$ cat src/rtl/stack_ptr_unit.sv
module stack_ptr_unit #(
  parameter int ADDR_W = 16,
  parameter int LOW_W  = 6,
  parameter logic [ADDR_W-LOW_W-1:0] PAGE_HI = 10'b0000000011,
  parameter int CALL_LEN = 2,
  parameter int IRQ_LEN  = 5
) (
  input  logic              clk,
  input  logic              rst_n,
  input  logic              push_i,
  input  logic              pull_i,
  input  logic              sp_rst_i,
  input  logic              seq_req_i,
  input  logic              seq_kind_i,
  input  logic              seq_dir_i,
  output logic [ADDR_W-1:0] addr_o,
  output logic              wr_o,
  output logic              rd_o,
  output logic              busy_o,
  output logic [2:0]        slot_o
);

  localparam logic [LOW_W-1:0] TOP_LOW = '1;
  localparam logic [2:0] CALL_N = 3'(CALL_LEN);
  localparam logic [2:0] IRQ_N  = 3'(IRQ_LEN);

  logic [LOW_W-1:0] low_q;
  logic             busy_q, kind_q, dir_q;
  logic [2:0]       cnt_q;

  wire [2:0] len      = kind_q ? IRQ_N : CALL_N;
  wire       last     = busy_q && (cnt_q == len - 3'd1);
  wire       idle_ok  = !busy_q && !sp_rst_i;
  wire       start    = idle_ok && seq_req_i;
  wire       single   = idle_ok && !seq_req_i;
  wire       do_push  = busy_q ? (!sp_rst_i && !dir_q) : (single && push_i);
  wire       do_pull  = busy_q ? (!sp_rst_i &&  dir_q) : (single && !push_i && pull_i);
  wire [LOW_W-1:0] low_inc = low_q + 1'b1;
  wire [LOW_W-1:0] low_dec = low_q - 1'b1;

  assign addr_o = {PAGE_HI, do_pull ? low_inc : low_q};
  assign wr_o   = do_push;
  assign rd_o   = do_pull;
  assign busy_o = busy_q;
  assign slot_o = !busy_q ? 3'd0 : (dir_q ? (len - 3'd1 - cnt_q) : cnt_q);

  always_ff @(posedge clk or negedge rst_n) begin
    if (!rst_n) begin
      low_q  <= TOP_LOW;
      busy_q <= 1'b0;
      kind_q <= 1'b0;
      dir_q  <= 1'b0;
      cnt_q  <= '0;
    end else begin
      if (sp_rst_i)     low_q <= TOP_LOW;
      else if (do_push) low_q <= low_dec;
      else if (do_pull) low_q <= low_inc;

      if (sp_rst_i) begin
        busy_q <= 1'b0;
        cnt_q  <= '0;
      end else if (start) begin
        busy_q <= 1'b1;
        kind_q <= seq_kind_i;
        dir_q  <= seq_dir_i;
        cnt_q  <= '0;
      end else if (busy_q) begin
        busy_q <= !last;
        cnt_q  <= last ? 3'd0 : cnt_q + 3'd1;
      end
    end
  end


  strobe_excl_chk: assert property (@(posedge clk) disable iff (!rst_n)
    !(wr_o && rd_o));


  sp_reset_chk: assert property (@(posedge clk) disable iff (!rst_n)
    sp_rst_i |=> (low_q == TOP_LOW) && !busy_o);


  push_step_chk: assert property (@(posedge clk) disable iff (!rst_n)
    (wr_o && !sp_rst_i) |=> low_q == $past(low_q) - 1'b1);


  pull_step_chk: assert property (@(posedge clk) disable iff (!rst_n)
    (rd_o && !sp_rst_i) |=> addr_o[LOW_W-1:0] == $past(addr_o[LOW_W-1:0]) || low_q == $past(addr_o[LOW_W-1:0]));


  busy_strobe_chk: assert property (@(posedge clk) disable iff (!rst_n)
    (busy_o && !sp_rst_i) |-> (wr_o ^ rd_o));


  start_quiet_chk: assert property (@(posedge clk) disable iff (!rst_n)
    (!busy_o && !sp_rst_i && seq_req_i) |-> !wr_o && !rd_o ##1 busy_o);


  slot_range_chk: assert property (@(posedge clk) disable iff (!rst_n)
    busy_o |-> slot_o < len);

endmodule

$ cat config.mk
export PLATFORM = sky130hd
export DESIGN_NAME = stack_ptr_unit
export DESIGN_NICKNAME = d
export VERILOG_FILES = /design/src/rtl/stack_ptr_unit.sv
export SDC_FILE = /design/constraint.sdc
export NUM_CORES = 1
export LEC_CHECK = 0
export BUFFER_PORTS_ARGS = -buffer_cell sky130_fd_sc_hd__buf_2
export CAP_MARGIN = 40
export CORE_AREA = 2 2 58 46
export CTS_CLUSTER_SIZE = 28
export DETAILED_ROUTE_END_ITERATION = 16
export DIE_AREA = 0 0 60 48
export PLACE_DENSITY = 0.67
export SYNTH_ARGS = -nofsm -noshare
export SYNTH_HDL_FRONTEND = slang
export SYNTH_SLANG_ARGS = --single-unit
$ cat constraint.sdc
create_clock -name clk -period 2.18 [get_ports clk]
set_input_delay 0.327 -clock clk [delete_from_list [all_inputs] [get_ports clk]]
set_output_delay 0.327 -clock clk [all_outputs]
set_load 0.02 [all_outputs]
Word level (Yosys, flattened, before mapping):

Cells that the tools add are included.

* equal/unequal tests: 1
* $add $sub $neg: 5
* multiplexer cells: 15
* bitwise operators: 1
* reduce and logical (&&, ||, !) cells: 17

Operators with widths (count)
* $mux W3: 7
* $mux W6: 3
* $logic_and A1 B1 Y1: 9
* $add A6 B1 Y6 const B: 1
* $logic_not A1 Y1: 6
* $sub A6 B1 Y6 const B: 1
* $mux W1: 5
* $add A3 B1 Y3 const B: 1
* $eq A3 B3 Y1: 1
* $reduce_bool A3 Y1: 1
* $sub A3 B1 Y3 const B: 1
* $sub A3 B3 Y3: 1
* $reduce_and A2 Y1: 1
* $not A1 Y1: 1

* bits in registers: 12
* logic and storage cells: 44
* input bits: 8
* output and inout port bits: 22

Depth between registers and ports, before layout:

* depth after elaboration: 9
* depth in mapped cells: 7
* mapped depth without buffers: 7

Least setup slack after synthesis:

OpenSTA, ideal clock, no wires.

* path type: register to output
* from: reg busy_q (netlist: busy_o)
* to: out addr_o[4]
* stages on the path, launching flop included: 5
* arrival: 1863 ps
* buffers on the path: 0
* path slack: -10 ps
* data required time: 1853 ps
* cells stage by stage: dfrtp_1 -> or4b_4 -> a21oi_4 -> nand4_1 -> xnor2_1

* word-level cells in the longest chain between the ends: 7

RTL lines
* from (decl): line 28 `logic busy_q, kind_q, dir_q;`
* from (signal assigned): line 68 `busy_q <= !last;`
* $logic_not A1 Y1
* $logic_and A1 B1 Y1: line 33 `wire idle_ok = !busy_q && !sp_rst_i;`
* $logic_and A1 B1 Y1: line 35 `wire single = idle_ok && !seq_req_i;`
* $logic_and A1 B1 Y1 (2 in a row): line 37 `wire do_pull = busy_q ? (!sp_rst_i && dir_q) : (single && !push_i && pull_i);`
* $mux W1 *: line 37
* net rd_o: line 18 `output logic rd_o,`
* $mux W6 *
* to (decl): line 16 `output logic [ADDR_W-1:0] addr_o,`

Mark *: on every way through the listed nets, which the timed path passes. The rest lies on a longest branch.

Final worst setup path:

* from: reg busy_q (netlist: busy_o)
* to: out addr_o[4]

* word-level cells in the longest chain between the ends: 7

RTL lines (line)
* $logic_not A1 Y1
* $logic_and A1 B1 Y1: 33
* $logic_and A1 B1 Y1: 35
* $logic_and A1 B1 Y1 (2 in a row): 37
* $mux W1 *: 37
* $mux W6 *

Mark *: on every way between the ends. The rest lies on a longest branch, timed or not.

==> metrics.md <==
| Metric | Value |
|---|---|
| Final worst setup slack | `-0.00413 ns` |
| Design area | `1200 µm²` |
| CP endpoint kind | `output port` |
| Least-Margin Pin Slew | `0.647 ns` |
| Share of cells above drive strength 1 | `0.336` |
| Failing checks | `negative setup slack` |
| Main combinational cell family by area after synthesis | `simple AND/OR/NAND/NOR gates` |
| Flop pwr share | `0.364` |
| Clock network fraction of total power | `0.192` |
| Simple logic cell fraction of the synthesized area | `0.208` |
| YS warnings | `0` |
| DRT iter0 DRCs | `11` |
| DPL Wire Length | `1630 µm` |
| PwrDens | `772 nW/µm²` |
| Clk slew on worst S/H paths | `0.07 ns` |
| DRC viols | `0` |
| TritonCTS buffer count | `3` |
| Ant diodes | `0` |
| Routed vias/inst | `4.95` |
| VDD IR max | `0.000456 V` |
| Static Leak | `0.588 nW` |
| Die Height | `48 µm` |
| Fin crit share | `1.00` |
| Final TNS setup | `-0.00413 ns` |
| # H-tree levels | `1` |
| Critical Path Source Type | `register` |
| Max-slew headroom | `0.562` |
| Worst Path Arrival | `1.86 ns` |
| Status | `finished, violations left` |
| Crit Path Category | `reg -> out` |
| Nets | `151` |
| Ranking of synthesized cells by area | `dfstp_2, dfrtp_1, buf_4` |
| GR met2 Demand/Resource | `0.289` |
| Area after DPL | `1090 µm²` |
| TritonRoute pass-1 iters | `4` |
| Total Power | `0.924 mW` |
| Worst-Skew Late Latency | `0.27 ns` |
| WL/cell | `12.3 µm` |
| Fmax | `458 MHz` |
| Die X | `60 µm` |
| CTS tree | `yes` |
| Avg Inst Size Synth | `8.62 µm²` |
| Post-Place Cells | `164` |
| Fill cells | `221` |
| Predominant post-synthesis flop cell | `dfstp_2` |
| Post-synth top area share | `0.159` |
| Largest net degree at the start of global routing | `13` |
| Final antenna-violating net count | `0` |
| Vias in the first global route | `769` |
| Register area share after synthesis | `0.311` |
| Cell row count | `15` |
| Worst hold path class | `in -> reg` |
| Routed WL | `2100 µm` |
| Num ports | `30` |
| Most frequent cell after synthesis | `nand2_1` |
| Finished Layout Cells | `171` |
| Clk_skew | `0.00224 ns` |
| GR Overflow Total | `0` |
| EDFF count, synth | `0` |
| Initial antenna violation count | `0` |
| FF+latch count, synth | `12` |
| Logic pwr share | `0.444` |
| Clock sinks | `12` |
| Area leader, netlist | `dfstp_2` |
| Via Count | `846` |
| Fin. max-slew vios | `0` |
| Post-synthesis mux area share | `0.0631` |
| Final hold slack | `0.281 ns` |
| Complex-gate fraction of the synthesized area | `0.146` |
| Die area | `2880 µm²` |
| Final Wtd Congestion | `0.865` |
| Worst-case clock buffer depth | `2` |
| Max_cap viols | `0` |
| Initial core utilization | `0.436` |
| Mapped Area | `991 µm²` |
| Synth Area in XOR/XNOR | `0.0707` |
| Core ar. | `2270 µm²` |
| Final Util | `0.527` |
| Worst Path Required | `1.85 ns` |
| Worst slack at placement | `0.199 ns` |
| Multi-input gate area | `621 µm²` |
| Reg area | `309 µm²` |
| Crit-path max FO | `3` |
| All-Layer GR Usage | `0.173` |
| Grt peak-use layer | `met2` |
| Setup-failing EPs final | `1` |
| Cell Int Power | `0.560 mW` |
| Synth cell count leaders | `nand2_1, buf_4, inv_1, nor2_1` |
| Synth Area in Adders | `0.0631` |
| Area growth from synthesis to layout | `20.8%` |
| Asr flop ratio synth | `1.00` |
| Netlist cell types | `40` |
| Sw frac | `0.394` |
| Mapped Cells | `115` |
| Setup repair after global routing missed its margin | `true` |
| Port Buffer Count | `19` |
| Global-route wire length before repair | `3530 µm` |
| Final hold vios | `0` |
| Root Buffer | `clkbuf_4` |
| Minimum clock period | `2.18 ns` |
| M1 GR Usage | `0.215` |
| NetSw | `0.364 mW` |
| Met3 usage | `0.0568` |
[registers in the layout, indices dropped and copies added, names as in the netlist]
signal,flops
cnt_q,3
kind_q,1
busy_o,1
dir_q,1
low_q,6
[cell usage in the layout (no fill, tap or decap), types with 2 or more instances in the layout]
master     n
xor2_1     2
dfrtp_1    5
xnor2_2    3
mux2i_1    4
o21ai_0    3
buf_4      9
conb_1    10
o211ai_1   2
o21ai_1    5
nor3_1     3
ha_1       5
nand2_1   11
xnor2_1    3
mux2_2     2
o22ai_1    2
nand2_2    2
clkbuf_4   3
and2_1     3
nor2b_1    2
dfstp_2    6
nor3b_1    2
nor2_1     7
buf_2     14
inv_1      8
[power by group through the flow]
stage	Sequential, mW	Combinational, mW	Clock (mW)
after global routing	0.345	0.446	0.198
after detailed placement	0.338	0.373	0
after global placement	0.335	0.360	0
final	0.336	0.410	0.177
after CTS	0.334	0.383	0.180
after floorplan	0.308	0.313	0
[cells by family after synthesis]
kind of cell / count (synthesis)
AOI/OAI and AO/OA: 21
buffers and inverters: 23
and+or+nand+nor: 38
adders and majority gates: 5
xor gates and xnor gates: 8
muxes: 6
other: 2
DFF: 12
[timing repair]
item,in CTS,in global routing
setup buffers,1,1
hold endpoints to repair,6,0
hold buffers,1,0
endpoints found under the setup margin,4,8
gates resized for setup,2,10
pin swaps,4,8
[layer usage]
| layer | wire (µm) | up-vias |
|---|---|---|
| met5 | 0 | - |
| li1 | - | 417 |
| met3 | 133 | 2 |
| met2 | 972 | 30 |
| met1 | 987 | 397 |
| met4 | 12 | 0 |
[critical path, cell delays in order, from the launching register on]
cell and delay (ns):
dfrtp_1 0.40, or4b_4 0.51, a21oi_4 0.19, nand4_1 0.17
xnor2_2 0.16, buf_4 0.15
[final cells by class]
type | count | area share
clock buffers | 4 | 0.0303
inverters | 8 | 0.0251
well taps | 34 | 0.0355
repair buffers | 25 | 0.133
multi-input cells | 88 | 0.518
flip-flops and latches | 12 | 0.258
[worst paths after layout]
check | from | cells after the start | to | slack (ns)
hold / removal | seq_dir_i | 2 | dir_q | 0.28
hold reg to reg | low_q[5] | 2 | low_q[5] | 0.54
max in group asynchronous | rst_n | 2 | low_q[0] | 1.46
setup reg to reg | busy_o | 6 | low_q[4] | 0.37
setup / recovery | busy_o | 5 | addr_o[4] | -0.004
min in group asynchronous | rst_n | 2 | cnt_q[2] | 0.45
Power figures use the tool's default switching activity.
